==> config.mk <==
export PLATFORM = sky130hd
export DESIGN_NAME = wstream_alloc_ctl
export DESIGN_NICKNAME = d
export VERILOG_FILES = /design/src/rtl/wsa_pkg.sv /design/src/rtl/wsa_stream_track.sv /design/src/rtl/wsa_dly_entry.sv /design/src/rtl/wsa_delay_table.sv /design/src/rtl/wstream_alloc_ctl.sv
export SDC_FILE = /design/constraint.sdc
export NUM_CORES = 1
export LEC_CHECK = 0
export BUFFER_PORTS_ARGS = -buffer_cell sky130_fd_sc_hd__buf_2
export CORE_MARGIN = 4
export CORE_UTILIZATION = 50
export CTS_BUF_LIST = sky130_fd_sc_hd__clkbuf_2
export DETAILED_ROUTE_END_ITERATION = 10
export GPL_TIMING_DRIVEN = 1
export PLACE_DENSITY = 0.66
export SKIP_CTS_REPAIR_TIMING = 1
export SLEW_MARGIN = 20
export SYNTH_ARGS = -nofsm -noshare
export SYNTH_HDL_FRONTEND = slang
export SYNTH_SLANG_ARGS = --single-unit
==> constraint.sdc <==
create_clock -name clk -period 8 [get_ports clk]
set_input_delay 2.4 -clock clk [delete_from_list [all_inputs] [get_ports clk]]
set_output_delay 2.4 -clock clk [all_outputs]
set_load 0.01 [all_outputs]
==> src/rtl/wsa_pkg.sv <==
package wsa_pkg;
  typedef enum logic [1:0] {
    WM_ALLOC   = 2'd0,
    WM_COAL    = 2'd1,
    WM_NOALLOC = 2'd2
  } wr_mode_e;
endpackage

==> src/rtl/wsa_stream_track.sv <==
module wsa_stream_track
  import wsa_pkg::*;
#(
  parameter int ADDR_W     = 32,
  parameter int SIZE_W     = 7,
  parameter int LINE_BYTES = 64,
  parameter int CO_LINES   = 2,
  parameter int NA_LINES   = 4
) (
  input  logic              clk,
  input  logic              rst,
  input  logic              mode_clr,
  input  logic              wr_valid,
  input  logic [ADDR_W-1:0] wr_addr,
  input  logic [SIZE_W-1:0] wr_size,
  output logic              coalesce_o,
  output logic              allocate_o,
  output logic              install_en_o
);
  localparam int CO_THR = CO_LINES * LINE_BYTES;
  localparam int NA_THR = NA_LINES * LINE_BYTES;
  // room for the frozen count plus two maximal writes
  localparam int CNT_W  = $clog2(NA_THR + 2 * (2 ** SIZE_W) + 1);

  wr_mode_e          mode_q, mode_d;
  logic [CNT_W-1:0]  cnt_q, cnt_d, sum;
  logic [ADDR_W-1:0] next_q;
  logic              contig;

  always_comb begin
    contig = (wr_addr == next_q);
    sum    = (contig ? cnt_q : '0) + CNT_W'(wr_size);
    if (mode_q == WM_NOALLOC && contig) begin
      // saturated: the run keeps its mode and the count is frozen
      mode_d = WM_NOALLOC;
      cnt_d  = cnt_q;
    end else begin
      cnt_d = sum;
      if (sum > CNT_W'(NA_THR))      mode_d = WM_NOALLOC;
      else if (sum > CNT_W'(CO_THR)) mode_d = WM_COAL;
      else                           mode_d = WM_ALLOC;
    end
  end

  assign install_en_o = wr_valid && !mode_clr && (mode_d != WM_ALLOC);

  always_ff @(posedge clk) begin
    if (rst || mode_clr) begin
      mode_q     <= WM_ALLOC;
      cnt_q      <= '0;
      next_q     <= '0;
      coalesce_o <= 1'b0;
      allocate_o <= 1'b1;
    end else if (wr_valid) begin
      mode_q     <= mode_d;
      cnt_q      <= cnt_d;
      next_q     <= wr_addr + ADDR_W'(wr_size);
      coalesce_o <= (mode_d != WM_ALLOC);
      allocate_o <= (mode_d != WM_NOALLOC);
    end
  end
endmodule

==> src/rtl/wsa_dly_entry.sv <==
module wsa_dly_entry #(
  parameter int LINE_W       = 26,
  parameter int DLY_W        = 2,
  parameter int DELAY_THRESH = 3
) (
  input  logic              clk,
  input  logic              rst,
  input  logic              ins_sel,
  input  logic [LINE_W-1:0] ins_line,
  input  logic              q_valid,
  input  logic [LINE_W-1:0] q_line,
  input  logic              c_valid,
  input  logic [LINE_W-1:0] c_line,
  output logic              valid_o,
  output logic              q_hit_o,
  output logic              w_hit_o,
  output logic              armed_o
);
  logic [LINE_W-1:0] line_q;
  logic [DLY_W-1:0]  cnt_q;
  logic              c_hit;

  assign q_hit_o = valid_o && (line_q == q_line);
  assign w_hit_o = valid_o && (line_q == ins_line);
  assign c_hit   = c_valid && valid_o && (line_q == c_line);
  assign armed_o = (cnt_q != '0);

  always_ff @(posedge clk) begin
    if (rst) begin
      valid_o <= 1'b0;
      line_q  <= '0;
      cnt_q   <= '0;
    end else if (ins_sel) begin
      valid_o <= 1'b1;
      line_q  <= ins_line;
      cnt_q   <= DLY_W'(DELAY_THRESH);
    end else if (c_hit) begin
      valid_o <= 1'b0;
    end else if (q_valid && q_hit_o && armed_o) begin
      cnt_q <= cnt_q - 1'b1;
    end
  end
endmodule

==> src/rtl/wsa_delay_table.sv <==
module wsa_delay_table #(
  parameter int LINE_W       = 26,
  parameter int TBL_ENTRIES  = 4,
  parameter int DELAY_THRESH = 3
) (
  input  logic              clk,
  input  logic              rst,
  input  logic              ins_en,
  input  logic [LINE_W-1:0] ins_line,
  input  logic              q_valid,
  input  logic [LINE_W-1:0] q_line,
  input  logic              c_valid,
  input  logic [LINE_W-1:0] c_line,
  output logic              hold_o
);
  localparam int IDX_W = (TBL_ENTRIES > 1) ? $clog2(TBL_ENTRIES) : 1;
  localparam int DLY_W = $clog2(DELAY_THRESH + 1);

  logic [TBL_ENTRIES-1:0] valid, q_hit, w_hit, armed, ins_sel;
  logic [IDX_W-1:0]       rr_q, free_idx, victim;
  logic                   any_free, ins_req;

  always_comb begin
    any_free = 1'b0;
    free_idx = '0;
    for (int i = TBL_ENTRIES - 1; i >= 0; i--) begin
      if (!valid[i]) begin
        any_free = 1'b1;
        free_idx = IDX_W'(i);
      end
    end
  end

  assign victim  = any_free ? free_idx : rr_q;
  assign ins_req = ins_en && !(|w_hit) && !(c_valid && (c_line == ins_line));

  for (genvar g = 0; g < TBL_ENTRIES; g++) begin : g_ent
    assign ins_sel[g] = ins_req && (victim == IDX_W'(g));
    wsa_dly_entry #(
      .LINE_W(LINE_W), .DLY_W(DLY_W), .DELAY_THRESH(DELAY_THRESH)
    ) i_ent (
      .clk     (clk),
      .rst     (rst),
      .ins_sel (ins_sel[g]),
      .ins_line(ins_line),
      .q_valid (q_valid),
      .q_line  (q_line),
      .c_valid (c_valid),
      .c_line  (c_line),
      .valid_o (valid[g]),
      .q_hit_o (q_hit[g]),
      .w_hit_o (w_hit[g]),
      .armed_o (armed[g])
    );
  end

  always_ff @(posedge clk) begin
    if (rst) begin
      rr_q   <= '0;
      hold_o <= 1'b0;
    end else begin
      hold_o <= q_valid && |(q_hit & armed);
      if (ins_req && !any_free)
        rr_q <= (rr_q == IDX_W'(TBL_ENTRIES - 1)) ? '0 : rr_q + 1'b1;
    end
  end
endmodule

==> src/rtl/wstream_alloc_ctl.sv <==
module wstream_alloc_ctl #(
  parameter int ADDR_W       = 32,
  parameter int LINE_BYTES   = 64,
  parameter int CO_LINES     = 2,
  parameter int NA_LINES     = 4,
  parameter int DELAY_THRESH = 3,
  parameter int TBL_ENTRIES  = 4,
  parameter int SIZE_W       = $clog2(LINE_BYTES) + 1,
  parameter int LINE_W       = ADDR_W - $clog2(LINE_BYTES)
) (
  input  logic              clk,
  input  logic              rst,
  input  logic              mode_clr,
  input  logic              wr_valid,
  input  logic [ADDR_W-1:0] wr_addr,
  input  logic [SIZE_W-1:0] wr_size,
  input  logic [LINE_W-1:0] wr_line,
  input  logic              dq_valid,
  input  logic [LINE_W-1:0] dq_line,
  input  logic              dc_valid,
  input  logic [LINE_W-1:0] dc_line,
  output logic              coalesce_o,
  output logic              allocate_o,
  output logic              dly_hold_o
);
  logic install_en;

  wsa_stream_track #(
    .ADDR_W(ADDR_W), .SIZE_W(SIZE_W), .LINE_BYTES(LINE_BYTES),
    .CO_LINES(CO_LINES), .NA_LINES(NA_LINES)
  ) i_track (
    .clk         (clk),
    .rst         (rst),
    .mode_clr    (mode_clr),
    .wr_valid    (wr_valid),
    .wr_addr     (wr_addr),
    .wr_size     (wr_size),
    .coalesce_o  (coalesce_o),
    .allocate_o  (allocate_o),
    .install_en_o(install_en)
  );

  wsa_delay_table #(
    .LINE_W(LINE_W), .TBL_ENTRIES(TBL_ENTRIES), .DELAY_THRESH(DELAY_THRESH)
  ) i_table (
    .clk     (clk),
    .rst     (rst),
    .ins_en  (install_en),
    .ins_line(wr_line),
    .q_valid (dq_valid),
    .q_line  (dq_line),
    .c_valid (dc_valid),
    .c_line  (dc_line),
    .hold_o  (dly_hold_o)
  );
endmodule

### Word level (Yosys, flattened, before mapping)

Cells that the tools add are included.

* bits in registers: 165
* bits of input ports: 123
* output and inout port bits: 3
* logic and storage cells: 150

* add/subtract/negate cells: 7
* $lt $le $gt $ge: 2
* eq/ne operators: 24
* multiplexer cells: 34
* bitwise gates (word level): 2
* reductions and logical operators: 62

Operator list (number)
* == test 26 bit: 13
* 2-to-1 mux 2 bit: 20
* logical AND 1 bit: 36
* adder 32 x 7 -> 32 bit: 1
* == test 32 bit: 1
* nonzero test 2 bit: 13
* 2-to-1 mux 1 bit: 13
* adder 10 x 7 -> 10 bit: 1
* > comparator 10 x 8 -> 1 bit, second input constant: 1
* > comparator 10 x 9 -> 1 bit, second input constant: 1
* 2-to-1 mux 10 bit: 1
* != test 2 bit, second input constant: 5
* AND reduction 2 bit: 5
* == test 2 bit, second input constant: 4
* OR reduction 4 bit: 2
* subtractor 2 x 1 -> 2 bit, second input constant: 4
* bitwise AND 4 bit: 1
* logical NOT 1 bit: 4
* adder 2 x 1 -> 2 bit, second input constant: 1
* == test 2 x 1 -> 1 bit, second input constant: 1
* logical NOT 2 bit: 1
* logical OR 1 bit: 1
* NOT 1 bit: 1

### Logic depth before layout (Yosys ltp)

Gate-level depths: netlist of run 1.

* depth in word-level cells: 14
* mapped depth: 21
* depth with buffers taken out: 16

### Hierarchy

A second synthesis of run 1 with hierarchy kept.

* cell total of the unflattened synthesis: 1319
* area, all modules: 11642.4 um^2

Modules (own cells, without submodules)
* wsa_dly_entry: instances 4, cells an instance 216, area each 1969.4 um^2
* wsa_stream_track: instances 1, cells an instance 389, area each 3233.1 um^2
* wsa_delay_table: instances 1, cells an instance 66, area each 531.8 um^2

### Worst setup path after synthesis of run 1

No wires, ideal clock.

* kind: input-to-reg
* start point: input port wr_addr[23]
* end point: register i_table.g_ent[2].i_ent.line_q[15]
* arrival: 6597 ps
* data required time: 7928 ps
* slack: 1331 ps
* stages on the path: 21
* path buffers: 5
* cell sequence: xor2_1 > nor4_1 > nand4_1 > nor2_1 > buf_1 > and2_1 > ha_1 > inv_1 > fa_1 > nand2b_1 > a211oi_2 > nor4_1 > or3_1 > buf_2 > a221o_1 > or3_1 > buf_4 > a21boi_2 > buf_6 > buf_6 > mux2i_1

* word-level cells in the longest chain between the ends: 12
* elaborated cells between the ends (all ways): 14
* those cells by class: 1 x add/sub; 2 x order compare; 1 x eq/ne; 4 x mux; 6 x reduce/logical

RTL lines
* from (decl): RTL line wstream_alloc_ctl.sv:15 `input logic [ADDR_W-1:0] wr_addr,`
* == test 32 bit (*): RTL line wsa_stream_track.sv:31 `contig = (wr_addr == next_q);`
* 2-to-1 mux 10 bit: RTL line wsa_stream_track.sv:32 `sum = (contig ? cnt_q : '0) + CNT_W'(wr_size);`
* adder 10 x 7 -> 10 bit: RTL line wsa_stream_track.sv:32
* > comparator 10 x 8 -> 1 bit: RTL line wsa_stream_track.sv:40 `else if (sum > CNT_W'(CO_THR)) mode_d = WM_COAL;`
* 2-to-1 mux 1 bit: RTL line wsa_stream_track.sv:40
* 2-to-1 mux 2 bit: RTL line wsa_stream_track.sv:39 `if (sum > CNT_W'(NA_THR)) mode_d = WM_NOALLOC;`
* 2-to-1 mux 2 bit (*): RTL line wsa_stream_track.sv:33 `if (mode_q == WM_NOALLOC && contig) begin`
* nonzero test 2 bit (*): RTL line wsa_stream_track.sv:45 `assign install_en_o = wr_valid && !mode_clr && (mode_d != WM_ALLOC);`
* logical AND 1 bit (*): RTL line wsa_stream_track.sv:45
* logical AND 1 bit (*) (2 in a row): RTL line wsa_delay_table.sv:35 `assign ins_req = ins_en && !(|w_hit) && !(c_valid && (c_line == ins_line));`
* logical AND 1 bit (*): RTL line wsa_delay_table.sv:38 `assign ins_sel[g] = ins_req && (victim == IDX_W'(g));`
* to (signal assigned): RTL line wsa_dly_entry.sv:35 `line_q <= ins_line;`
* to (decl): RTL line wsa_dly_entry.sv:19 `logic [LINE_W-1:0] line_q;`

Mark *: on every way between the ends. The rest lies on a longest branch, timed or not.
A chain may end at the register's enable or synchronous reset.

### Worst setup path in the final report of run 1

* start point: input port wr_addr[20]
* end point: register i_table.g_ent[2].i_ent.line_q[17]

Same word-level chain as after synthesis.

==> out/results.tsv, run 1 <==
stage	metric	value	unit
outcome	outcome	completed	
drt	wire length per cell	24.15	µm
setup_path	CP delay by family, top	simple AND/OR/NAND/NOR gates	
floorplan	Core Region	23610	µm²
global_routing	largest net degree at the start of global routing	99	
synthesis	syn_nets	1596	
pwr	leakage power	4.951	nW
floorplan	Starting Density	0.5126	
synthesis	Mapped Avg Cell Area	8.335	µm²
timing	Setup TNS	0	ns
setup_path	critical path's slowest cell	or3_1	
pwr	combinational share of power	0.185	
setup_path	CP Capture Type	flip-flop	
synthesis	Post-Syn Instances	1452	
setup_path	Setup CP Type	in -> reg	
timing	Post-Route Skew	0.06596	ns
timing	crit share post-route	0.7849	
pwr	maximum VDD drop	0.09523	mV
clock_tree	CTS tree	built	
pwr	pwr/cell area	127.4	nW/µm²
setup_path	Startpoint Class	input pin	
setup_path	worst-path maximum fanout	19	
placed_design	placed wire-length estimate	33.27	mm
global_routing	vias in the first global route	10540	
synthesis	synthesized area	12100	µm²
synthesis	register bit total from synthesis	165	
finish	final core occ	0.5504	
flow_run	max-cap viol count	0	
finish	Area growth, synth to finish	7.392	%
clock_tree	clock latency at the later pin of the worst-skew pair	0.79	ns
synthesis	Seq/Total Area, Yosys	0.2729	
timing	Worst Max-Slew Pin Slew	1.092	ns
timing	Slew Viols, Final	0	
pwr	Overall Power	1.656	mW
pwr	Internal	1.083	mW
synthesis	Synth async-reset ratio	0	
setup_path	WP data required	8.68	ns
timing	final hold vios	0	
finish	share of cells above drive strength 1	0.1229	
pwr	Seq pwr share	0.508	
drt	vias per inst	6.022	
placed_design	Buffers on Ports	125	
drt	DRC viols	0	
clock_tree	htree depth	4	
finish	Final #Nets	1636	
global_routing	first-pass GRT wire length	65.20	mm
drt	post-route ant nets	0	
floorplan	die width	163.6	µm
global_routing	Total GRT Usage	0.3240	
pwr	P_sw	0.5722	mW
floorplan	number of I/O pins	126	
setup_path	max incr delay on CP	0.49	ns
drt	DR vias	11000	
hold_path	Worst Hold Class	reg -> reg	
clock_tree	clock sink count	165	
timing	RSZ-0062 raised after global routing	false	
timing	FMAX	159.3	MHz
clock_tree	clk buf depth	2	
setup_path	Buffers & Inverters on Critical Path	3	
clock_tree	CTS buffer count	17	
drt	Pre-antenna DRT Iters	5	
synthesis	EDFF count, synth	0	
placed_design	Setup WS pre-CTS	0.9788	ns
timing	Slew HR	0.2692	
finish	final instance area	13000	µm²
clock_tree	Root Buffer	clkbuf_2	
floorplan	Rows	56	
global_routing	Remaining Overflow, GRT	0	
setup_path	Arrival @ worst endpoint	6.96	ns
timing	Setup-failing EPs final	0	
synthesis	yosys warns	0	
setup_path	CP Cell Sequence	buf_2 -> xor2_1 -> nor4_1 -> nand4_1 -> nor2_1 -> buf_4 -> nand2_1 -> fa_1 -> nand2b_1 -> a211oi_2 -> nor4_1 -> or3_1 -> a221o_1 -> or3_1 -> a21boi_2 -> buf_4 -> mux2i_1	
placed_design	routability congestion estimate	1.037	
timing	PnR worst setup slack	1.721	ns
synthesis	Top FF cell, synth	dfxtp_1	
pwr	Clock power frac	0.308	
drt	routed wire length	44.09	mm
synthesis	Synth cell types	53	
drt	initial DRC count	861	
floorplan	Die Y	163.6	µm
pwr	Switching Share	0.3456	
clock_tree	Worst-path clk slew	0.31	ns
placed_design	DP Area	12720	µm²
floorplan	die area	26760	µm²
global_routing	initial antenna violation count	3	
timing	minimum clock period	6.279	ns
cell families after synthesis:
logic type,after synthesis,synth area share
simple gates,414,0.1898
xor+xnor,406,0.2938
compound gates,235,0.1113
flops,165,0.2729
buf+inv,142,0.05159
mux,69,0.05758
fa+ha+maj,21,0.02295
state kept, by name (all words and copies together) (netlist names):
signal / flops
i_table.g_ent.i_ent.cnt_q: 8
i_table.g_ent.i_ent.line_q: 104
i_table.g_ent.i_ent.valid_o: 4
i_table.hold_o: 1
i_table.rr_q: 2
i_track.allocate_o: 1
i_track.cnt_q: 10
i_track.coalesce_o: 1
i_track.mode_q: 2
i_track.next_q: 32
metal layers:
metal,up-vias,GRT usage,routed length (µm)
met1,5257,0.4092,17670
li1,5082,-,-
met4,4,0.1498,2184
met2,533,0.5315,20240
met3,120,0.06687,3982
met5,-,0,20
worst reg2reg max path, stage by stage (launching register included):
cell and delay [ns]:
dfxtp_1 0.41, xor2_1 0.16, nor4_1 0.35, nand4_1 0.30, nor2_1 0.20, buf_4 0.22, nand2_1 0.12, fa_1 0.43
nand2b_1 0.19, a211oi_2 0.26, nor4_1 0.06, or3_1 0.47, a221o_1 0.41, or3_1 0.49, a21boi_2 0.18, buf_4 0.37
mux2i_1 0.24
layout make-up:
type                       instances  area [µm²]
multi-input combinational       1145        8195
timing repair buffer             138       725.7
clock inverter                    15       190.2
antenna                            2       5.005
sequential                       165        3303
fill                            2306       10620
tap                              319       399.1
inverter                          25       93.84
clock buffer                      17       85.08
synthesized netlist by cell type (all sizes together) (2+ instances only):
library cell | count | area, µm²
xor2 | 223 | 1953
xnor2 | 183 | 1603
dfxtp | 165 | 3303
a21oi | 101 | 509.2
nand2b | 82 | 513.0
o21ai | 82 | 410.4
nand3 | 77 | 385.4
clkbuf | 70 | 262.8
mux2i | 64 | 640.6
nor4 | 64 | 400.4
nand4 | 55 | 344.1
buf | 47 | 267.8
nor2 | 44 | 165.2
nand2 | 34 | 127.6
inv | 25 | 93.84
ha | 19 | 237.7
nor3 | 19 | 95.09
a211oi | 12 | 95.09
and2 | 9 | 56.30
and3 | 7 | 43.79
o2111ai | 6 | 52.55
o211ai | 6 | 45.04
a211o | 5 | 43.79
mux2 | 5 | 56.30
nor2b | 5 | 31.28
nor3b | 5 | 37.54
a21boi | 4 | 33.78
a21o | 4 | 30.03
and4 | 4 | 35.03
or3 | 4 | 25.02
o21a | 3 | 22.52
fa | 2 | 40.04
o221ai | 2 | 17.52
or2 | 2 | 12.51
power groups by stage:
stage / clock (mW) / sequential, mW / combinational, mW
3_5_place_dp: 0 / 0.854 / 0.297
2_1_floorplan: 0 / 0.853 / 0.190
6_report: 0.509 / 0.840 / 0.306
3_3_place_gp: 0 / 0.854 / 0.297
4_1_cts: 0.521 / 0.841 / 0.299
5_1_grt: 0.547 / 0.842 / 0.325
path summary, 6_finish.rpt:
path	from	endpoint	slack, ns	cells after the start
worst min register to register	i_track.mode_q[0]$_SDFFE_PP0P_	i_track.mode_q[0]$_SDFFE_PP0P_	0.47	2
worst min-delay path	i_track.mode_q[0]$_SDFFE_PP0P_	i_track.mode_q[0]$_SDFFE_PP0P_	0.47	2
worst max-delay path	wr_addr[20]	i_table.g_ent[2].i_ent.line_q[17]$_SDFFE_PP0P_	1.72	17
worst max register to register	i_track.next_q[20]$_SDFFE_PP0P_	i_table.g_ent[2].i_ent.line_q[17]$_SDFFE_PP0P_	3.04	16
cells in the final DEF, fill, tap and decap left out, drive strengths merged, types with 30 or more instances in the layout:
cell type / synthesis / routed
nand2: 34 / 34
nand2b: 82 / 82
xor2: 223 / 223
buf: 47 / 138
nor2: 44 / 44
xnor2: 183 / 183
o21ai: 82 / 82
nor4: 64 / 64
nand4: 55 / 55
nand3: 77 / 77
inv: 25 / 30
dfxtp: 165 / 165
mux2i: 64 / 64
a21oi: 101 / 101
through the flow:
step | cells | hold WS, ns
final | 1826 | 0.4734
after detailed placement | 1792 | 0.4383
after global routing | 1826 | 0.4898
after CTS | 1824 | 0.4742
after floorplan | 1452 | 0.4201
after global placement | 1792 | 0.4334
(Power assumes the default switching activity.)
==> run 2: changes to the inputs <==
Settings changed: PLACE_DENSITY 0.66 to 0.69.
Clock period 8 ns to 5 ns, I/O delays scaled along.
==> run 2 against run 1 <==
- die area unchanged
- power increased by 63%
- highest routed layer unchanged
- global-route usage increased by 1.1 points
==> out/results.tsv, run 2 (synthesized netlist as in run 1, its figures left out) <==
stage	metric	value	unit	change
setup_path	reg2reg path depth	17		+1
setup_path	Setup CP Type	in -> reg		
finish	register area	3303	µm²	unchanged
placed_design	DP Area	13430	µm²	+5.6%
hold_path	Worst Hold Class	reg -> reg		
setup_path	Critical Path Most Common Cell	buf_4		
finish	share of cells above drive strength 1	0.1729		+0.04999
finish	Area growth, synth to finish	13.47	%	
drt	initial DRC count	893		+3.7%
setup_path	Reg2Reg Setup Slack	0.64	ns	-2.40 ns
finish	final-layout fill cell count	2218		-3.8%
floorplan	die area	26760	µm²	unchanged
global_routing	vias in the first global route	10860		+3.0%
setup_path	max incr delay on CP	0.39	ns	-0.10 ns
timing	FMAX	207.9	MHz	
clock_tree	htree depth	4		unchanged
setup_path	Critical Path Start	wr_addr[25]		
placed_design	placed wire-length estimate	34.46	mm	+3.6%
flow_run	max-cap viol count	0		unchanged
setup_path	worst r2r src	i_track.next_q[25]$_SDFFE_PP0P_		
global_routing	largest net degree at the start of global routing	87		-12%
setup_path	CP Cell Sequence	buf_2 -> xor2_1 -> nor4_2 -> nand4_1 -> nor2_4 -> buf_4 -> and2_1 -> ha_1 -> nor2_1 -> a211oi_2 -> buf_4 -> o31a_1 -> or3_1 -> a221o_1 -> or3_4 -> a21boi_2 -> buf_12 -> mux2i_1		
timing	Setup-failing EPs final	0		unchanged
clock_tree	clock sink count	165		unchanged
timing	RSZ-0062 raised after global routing	false		
timing	worst hold slack	0.4794	ns	+0.006046 ns
setup_path	Arrival @ worst endpoint	5.51	ns	-1.45 ns
floorplan	Starting Density	0.5126		unchanged
finish	final instance area	13730	µm²	+5.7%
placed_design	Placed Cells	1859		+3.7%
finish	Final #Nets	1704		+4.2%
drt	DR vias	11360		+3.3%
timing	minimum clock period	4.810	ns	
placed_design	routability congestion estimate	1.083		+4.5%
clock_tree	Root Buffer	clkbuf_2		
clock_tree	CTS tree	built		
finish	Largest Register	i_table.g_ent.i_ent.line_q		
setup_path	WP data required	5.70	ns	-2.98 ns
timing	Slew Viols, Final	0		unchanged
clock_tree	clock latency at the later pin of the worst-skew pair	0.78	ns	about the same
setup_path	critical path's slowest cell	or3_4		
global_routing	Total GRT Usage	0.3353		+0.01131
timing	Worst Max-Slew Pin Slew	0.8849	ns	-0.2073 ns
drt	vias per inst	5.996		-0.43%
timing	Setup TNS	0	ns	unchanged
timing	Slew HR	0.4065		+0.1373
clock_tree	clk buf depth	2		unchanged
setup_path	Startpoint Class	input pin		
finish	Largest register FFs	104		unchanged
global_routing	initial antenna violation count	3		unchanged
finish	final core occ	0.5816		+0.03116
global_routing	first-pass GRT wire length	66.79	mm	+2.4%
clock_tree	Worst-path clk slew	0.27	ns	-0.04 ns
timing	final hold vios	0		unchanged
finish	Non-Filler Instances	1894		+3.7%
drt	wire length per cell	23.93	µm	-0.89%
drt	post-route ant nets	0		unchanged
setup_path	CP Capture Type	flip-flop		
finish	Multi-input gate area	8280	µm²	+1.0%
placed_design	Buffers on Ports	125		unchanged
floorplan	die width	163.6	µm	unchanged
pwr	maximum VDD drop	0.1430	mV	+50%
setup_path	critical path capture point	i_table.g_ent[2].i_ent.line_q[18]$_SDFFE_PP0P_		
drt	routed wire length	45.33	mm	+2.8%
floorplan	number of I/O pins	126		unchanged
timing	Post-Route Skew	0.07205	ns	+0.006090 ns
setup_path	reg2reg end	i_table.g_ent[2].i_ent.line_q[18]$_SDFFE_PP0P_		
pwr	pwr/cell area	196.9	nW/µm²	+55%
floorplan	Rows	56		unchanged
outcome	outcome	completed		
finish	commonest non-fill, non-tap cells in the layout	xor2_1, xnor2_1, dfxtp_1		
drt	DRC viols	0		unchanged
floorplan	Die Y	163.6	µm	unchanged
global_routing	Remaining Overflow, GRT	0		unchanged
finish	Top Registers	i_table.g_ent.i_ent.line_q x104, i_track.next_q x32, i_track.cnt_q x10		
setup_path	worst-path maximum fanout	19		unchanged
timing	crit share post-route	0.9620		
finish	commonest non-fill, non-tap cell in the layout	xor2_1		
drt	Pre-antenna DRT Iters	8		+3
pwr	leakage power	5.338	nW	+7.8%
floorplan	Core Region	23610	µm²	unchanged
clock_tree	CTS buffer count	17		unchanged
[run 2: critical path: cells and delay by family]
family          cells  cell delay (ns)
buf+inv             4             0.64
fa+ha+maj           1             0.24
compound gates      4             0.87
simple gates        7             1.87
xor+xnor            1             0.15
mux                 1             0.22
[run 2: stage by stage]
step	worst slack [ns]	power [mW]
after detailed placement	-0.7633	1.879
after floorplan	-0.5177	1.671
after CTS	0.06736	2.711
after global routing	0.05084	2.802
final	0.1899	2.705
after global placement	-0.6925	1.877
[run 2: worst min path at each step]
| stage | start | endpoint | slack (ns) | depth (start not counted) |
|---|---|---|---|---|
| CTS | i_track.cnt_q[1]$_SDFFE_PP0P_ | i_track.cnt_q[1]$_SDFFE_PP0P_ | 0.48 | 2 |
| detailed placement | i_track.mode_q[1]$_SDFFE_PP0P_ | i_track.mode_q[1]$_SDFFE_PP0P_ | 0.44 | 1 |
| global route | i_track.mode_q[0]$_SDFFE_PP0P_ | i_track.mode_q[0]$_SDFFE_PP0P_ | 0.51 | 2 |
| floorplan | i_track.mode_q[1]$_SDFFE_PP0P_ | i_track.mode_q[1]$_SDFFE_PP0P_ | 0.42 | 1 |
| finish | i_track.mode_q[0]$_SDFFE_PP0P_ | i_track.mode_q[0]$_SDFFE_PP0P_ | 0.48 | 2 |
| global placement | i_track.mode_q[1]$_SDFFE_PP0P_ | i_track.mode_q[1]$_SDFFE_PP0P_ | 0.43 | 1 |
[run 2: routing by layer]
metal / vias to the layer above / track usage / routed length, µm
met1: 5333 / 0.4051 / 17330
met2: 603 / 0.5558 / 20580
met3: 179 / 0.07217 / 4399
met4: 2 / 0.1838 / 3016
met5: - / 0 / 7
li1: 5240 / - / -
[run 2: cell type report]
| cell class | count | share of cell area |
|---|---|---|
| Sequential cell | 165 | 0.2405 |
| Tap cell | 319 | 0.02906 |
| Antenna cell | 2 | 0.0003644 |
| Clock buffer | 18 | 0.006560 |
| Timing Repair Buffer | 206 | 0.1000 |
| Clock inverter | 14 | 0.01367 |
| Inverter | 25 | 0.006833 |
| Multi-Input combinational cell | 1145 | 0.6030 |
[run 2: power breakdown]
group | internal, mW | switching [mW] | leakage, nW
Clock | 0.260 | 0.571 | 0.159
Sequential | 1.34 | 0.00955 | 1.33
Combinational | 0.203 | 0.326 | 3.85
